<file path="config.mk">
export PLATFORM = sky130hd
export DESIGN_NAME = twolvl_pred
export DESIGN_NICKNAME = d
export VERILOG_FILES = /design/src/rtl/twolvl_pkg.sv /design/src/rtl/twolvl_hist.sv /design/src/rtl/twolvl_pattern.sv /design/src/rtl/twolvl_pred.sv
export SDC_FILE = /design/constraint.sdc
export NUM_CORES = 1
export LEC_CHECK = 0
export BUFFER_PORTS_ARGS = -buffer_cell sky130_fd_sc_hd__buf_2
export CORE_ASPECT_RATIO = 1.75
export CORE_MARGIN = 2
export CORE_UTILIZATION = 36
export DETAILED_ROUTE_END_ITERATION = 10
export PLACE_DENSITY = 0.55
export SYNTH_ARGS = -nofsm -noshare
export SYNTH_HDL_FRONTEND = slang
export SYNTH_SLANG_ARGS = --single-unit
</file>
<file path="constraint.sdc">
create_clock -name clk -period 3.65 [get_ports clk]
set_input_delay 0.365 -clock clk [delete_from_list [all_inputs] [get_ports clk]]
set_output_delay 0.365 -clock clk [all_outputs]
set_load 0.01 [all_outputs]
</file>
<file path="src/rtl/twolvl_pkg.sv">
package twolvl_pkg;
  typedef logic [1:0] ctr_t;

  localparam ctr_t CTR_RESET = 2'd1;

  function automatic ctr_t ctr_next(input ctr_t cur, input logic taken);
    ctr_t nxt;
    if (taken) nxt = (cur == 2'd3) ? cur : cur + 2'd1;
    else       nxt = (cur == 2'd0) ? cur : cur - 2'd1;
    return nxt;
  endfunction
endpackage

</file>
<file path="src/rtl/twolvl_hist.sv">
module twolvl_hist #(
  parameter int HIST_LEN = 4,
  parameter int ENTRIES  = 8,
  parameter int IDX_W    = 3,
  parameter bit GLOBAL   = 1'b0
) (
  input  logic                clk,
  input  logic                rst_n,
  input  logic [IDX_W-1:0]    rd_a_idx,
  output logic [HIST_LEN-1:0] rd_a_hist,
  input  logic [IDX_W-1:0]    rd_b_idx,
  output logic [HIST_LEN-1:0] rd_b_hist,
  input  logic                wr_en,
  input  logic [IDX_W-1:0]    wr_idx,
  input  logic                wr_taken
);
  generate
    if (GLOBAL) begin : g_global
      logic [HIST_LEN-1:0] shr_q;
      logic [3*IDX_W-1:0]  unused_idx;
      assign unused_idx = {rd_a_idx, rd_b_idx, wr_idx};
      assign rd_a_hist = shr_q;
      assign rd_b_hist = shr_q;
      always_ff @(posedge clk or negedge rst_n) begin
        if (!rst_n)     shr_q <= '0;
        else if (wr_en) shr_q <= {shr_q[HIST_LEN-2:0], wr_taken};
      end
    end else begin : g_local
      logic [HIST_LEN-1:0] tbl_q [ENTRIES];
      assign rd_a_hist = tbl_q[rd_a_idx];
      assign rd_b_hist = tbl_q[rd_b_idx];
      always_ff @(posedge clk or negedge rst_n) begin
        if (!rst_n) begin
          for (int i = 0; i < ENTRIES; i++) tbl_q[i] <= '0;
        end else if (wr_en) begin
          tbl_q[wr_idx] <= {tbl_q[wr_idx][HIST_LEN-2:0], wr_taken};
        end
      end
    end
  endgenerate
endmodule

</file>
<file path="src/rtl/twolvl_pattern.sv">
module twolvl_pattern
  import twolvl_pkg::*;
#(
  parameter int HIST_LEN = 4
) (
  input  logic                clk,
  input  logic                rst_n,
  input  logic [HIST_LEN-1:0] rd_hist,
  output ctr_t                rd_ctr,
  input  logic                up_en,
  input  logic [HIST_LEN-1:0] up_hist,
  input  logic                up_taken,
  output ctr_t                up_ctr
);
  localparam int PATTERNS = 1 << HIST_LEN;

  ctr_t ctr_q [PATTERNS];

  assign rd_ctr = ctr_q[rd_hist];
  assign up_ctr = ctr_q[up_hist];

  always_ff @(posedge clk or negedge rst_n) begin
    if (!rst_n) begin
      for (int i = 0; i < PATTERNS; i++) ctr_q[i] <= CTR_RESET;
    end else if (up_en) begin
      ctr_q[up_hist] <= ctr_next(ctr_q[up_hist], up_taken);
    end
  end
endmodule

</file>
<file path="src/rtl/twolvl_pred.sv">
module twolvl_pred
  import twolvl_pkg::*;
#(
  parameter int PC_W         = 32,
  parameter int HIST_LEN     = 4,
  parameter int HIST_ENTRIES = 8,
  parameter bit GLOBAL_MODE  = 1'b0
) (
  input  logic            clk,
  input  logic            rst_n,
  input  logic [PC_W-1:0] pred_pc,
  output logic            pred_taken,
  input  logic            upd_valid,
  input  logic [PC_W-1:0] upd_pc,
  input  logic            upd_taken
);
  localparam int IDX_W = $clog2(HIST_ENTRIES);
  localparam int IDX_LO = 2;

  logic [IDX_W-1:0]    pred_idx, upd_idx;
  logic [HIST_LEN-1:0] pred_hist, upd_hist;
  ctr_t                pred_ctr, upd_ctr;
  logic [2*(PC_W-IDX_W)-1:0] unused_pc;

  assign pred_idx  = pred_pc[IDX_LO +: IDX_W];
  assign upd_idx   = upd_pc[IDX_LO +: IDX_W];
  assign unused_pc = {pred_pc[PC_W-1:IDX_LO+IDX_W], pred_pc[IDX_LO-1:0],
                      upd_pc[PC_W-1:IDX_LO+IDX_W],  upd_pc[IDX_LO-1:0]};

  twolvl_hist #(
    .HIST_LEN(HIST_LEN), .ENTRIES(HIST_ENTRIES), .IDX_W(IDX_W), .GLOBAL(GLOBAL_MODE)
  ) u_hist (
    .clk(clk), .rst_n(rst_n),
    .rd_a_idx(pred_idx), .rd_a_hist(pred_hist),
    .rd_b_idx(upd_idx),  .rd_b_hist(upd_hist),
    .wr_en(upd_valid), .wr_idx(upd_idx), .wr_taken(upd_taken)
  );

  twolvl_pattern #(.HIST_LEN(HIST_LEN)) u_pat (
    .clk(clk), .rst_n(rst_n),
    .rd_hist(pred_hist), .rd_ctr(pred_ctr),
    .up_en(upd_valid), .up_hist(upd_hist), .up_taken(upd_taken), .up_ctr(upd_ctr)
  );

  assign pred_taken = pred_ctr[1];
endmodule

</file>
==> run summary <==
Placed Instances: 425
post-CTS setup buffers: 0
GR Util All Layers: 17.45%
post-route fraction of the period consumed by the critical path: 82.65%
Cell Area, Synth: 3571 µm²
Max-slew headroom: 42.67%
clock tree from TritonCTS: yes
Max FO, Critical Path: 8
number of distinct library cell variants in the gate-level netlist after synthesis: 41
data arrival time of the critical path: 2.65 ns
synth top area cells: dfrtp_1 (34%), mux2_2 (14%), dfstp_2 (12%)
vias in the first global route: 2580
slew at the pin closest to its max-slew limit: 0.8581 ns
final count of negative-setup-slack endpoints: 0
detail-routed net length per standard cell: 19.10 µm
Gate Count Post-Synth: 299
Req. time, crit path: 3.28 ns
global placement routability congestion: 0.8285
area share of the largest cell type after synthesis: 33.64%
total negative slack: 0 ns
root buffer cell: clkbuf_16
Synth-to-Final Area Change: 12.37%
launching element type of the critical path: primary input
WS Path Type: in2out
post-synthesis share of cell area spent on xor and xnor gates: 0%
Most used DFF post-synth: dfrtp_1
H-tree lvl count: 3
source-to-sink clock delay at the later pin of the worst-skew pair: 0.33 ns
share of synthesized cell area in and, or, nand and nor gates: 9.671%
Final #Nets: 380
kind of end point of the critical path: output port
post-synthesis mux area share: 31.57%
count of unresolved DRC violations after routing: 0
first-pass GRT wire length: 13.72 mm
share of synthesized registers carrying an async set or reset: 100.0%
Inserted Diodes: 0
clock net sink count: 64
remaining antenna violation count: 0
Cell Count, Final, Fillers Out: 442
run status: complete, no violations
clock buffers created by TritonCTS: 9
largest family of logic cells by synthesized area: multiplexers
initial antenna violation count: 0
maximum number of pins on one net before global-route repair: 25
Clock Pin Slew Worst Setup and Hold Paths: 0.05 ns
worst hold margin: 0.4409 ns
number of buffers on the longest clock path: 2
post-synthesis area per instance: 11.94 µm²
Static Leakage: 1.732 nW
Fin Clk Skew: 0.003375 ns
number of synthesized flops with an enable pin: 0
class of the tightest hold or removal check: in2reg
die width: 79.29 µm
PwrDens: 727.4 nW/µm²
dominant cell type by area after synthesis: dfrtp_1
share of synthesized area occupied by flip-flops and latches: 45.41%
Hold Vio Cnt, Final: 0
HPWL after detailed placement: 6.426 mm
drt first pass iters: 4
post-synthesis sequential element count: 64
number of gates resized after CTS: 0
Port Buffers: 10
die outline area: 10760 µm²
Iteration-0 DRC Markers: 96
number of core rows: 48
Max VDD drop: 0.0002898 V
Max Transition Viols Final: 0
die height: 135.8 µm
max-cap violations: 0
post-synthesis compound-gate area fraction: 8.269%
sum of overflow across all layers after global routing: 0
placeable core region: 9789 µm²
most frequent standard cell in the layout excluding fill and tap cells: dfrtp_1
number of top-level pins: 69
commonest cells after routing, fill and taps aside: dfrtp_1 (48), mux2_2 (45), nor2_1 (32)
final critical path time including I/O delays and setup: 3.017 ns
unrepaired setup endpoints after global routing: no
post-detailed-route via-to-cell ratio: 5.342
adder-cell share of the synthesized area: 0.6307%
Syn Nets: 367
initial cell density of the core: 36.48%
fraction of layout instances using a drive strength above 1: 38.17%
Syn. warnings: 0
via count: 2361
Total Wirelength: 8.443 mm
max frequency: 0.3315 GHz
-- synthesized netlist by cell type, types with 3 or more instances --
cell,n
dfrtp_1,48
mux2_2,45
nor2_1,32
mux2i_1,26
nand2_1,20
dfstp_2,16
o21ai_0,16
a21oi_1,14
mux4_2,14
clkbuf_1,7
buf_6,5
nand3_1,5
a22oi_1,4
buf_2,3
buf_4,3
inv_1,3
nand4_1,3
nor2b_1,3
-- worst paths after layout --
check	cells after the start	from	end	slack, ns
worst max-delay path	9	pred_pc[2]	pred_taken	0.63
worst min-delay path	2	upd_taken	u_hist.g_local.tbl_q[8]$_DFFE_PN0P_	0.44
worst max register to register	9	u_hist.g_local.tbl_q[1]$_DFFE_PN0P_	u_pat.ctr_q[25]$_DFFE_PN0P_	0.63
worst min register to register	2	u_hist.g_local.tbl_q[1]$_DFFE_PN0P_	u_hist.g_local.tbl_q[1]$_DFFE_PN0P_	0.50
max in group asynchronous	3	rst_n	u_pat.ctr_q[28]$_DFFE_PN1P_	2.43
min in group asynchronous	2	rst_n	u_hist.g_local.tbl_q[18]$_DFFE_PN0P_	0.50
-- worst max-delay path, cell delays in order --
cell      delay, ns
buf_2          0.28
mux4_2         0.54
mux2i_1        0.19
buf_4          0.19
mux4_2         0.50
nor2b_1        0.14
a211oi_1       0.21
a21oi_1        0.06
buf_2          0.16
-- power by group --
group	switching, mW	leakage, nW	internal [mW]
combinational	0.494	0.829	0.484
clock	0.296	0.136	0.473
sequential	0.170	0.767	1.00
-- state kept, by name (all words and copies together), names as in the netlist --
register and flops:
u_pat.ctr_q 32, u_hist.g_local.tbl_q 32
-- stage by stage --
step	utilization [%]	area [µm²]	power [mW]	setup slack [ns]
after floorplan	-	3571	1.899	0.7536
after global placement	38.16	3736	2.153	0.3307
final	40.99	4013	2.919	0.6334
after global routing	40.99	4013	3.086	0.4755
after CTS	40.99	4013	2.962	0.5923
after detailed placement	38.16	3736	2.182	0.2686
-- layer usage --
| metal | part of all wire [%] | vias to the layer above | track usage [%] |
|---|---|---|---|
| met5 | 0 | - | 0 |
| met4 | 2.8 | 0 | 9.483 |
| met3 | 2.3 | 15 | 3.067 |
| met2 | 58 | 36 | 32.58 |
| met1 | 37 | 1188 | 17.97 |
| li1 | - | 1122 | - |
-- cells by family after synthesis --
| group | Yosys count |
|---|---|
| fa+ha+maj | 2 |
| flops | 64 |
| buf+inv | 24 |
| mux | 88 |
| compound gates | 45 |
| simple gates | 76 |
-- cell type report --
class | instances | area (µm²)
clock buffers | 12 | 246.5
clock inverters | 4 | 20.02
fillers | 927 | 5777
inverters | 4 | 15.01
multi-input cells | 211 | 1798
flip-flops and latches | 64 | 1622
well taps | 125 | 156.4
repair buffers | 22 | 155.1
-- what timing repair did --
item,in CTS,in global routing
hold buffers,1,0
setup endpoints to repair,0,0
endpoints found under the hold margin,11,0
Note: power is estimated with default switching activity, not from simulation.
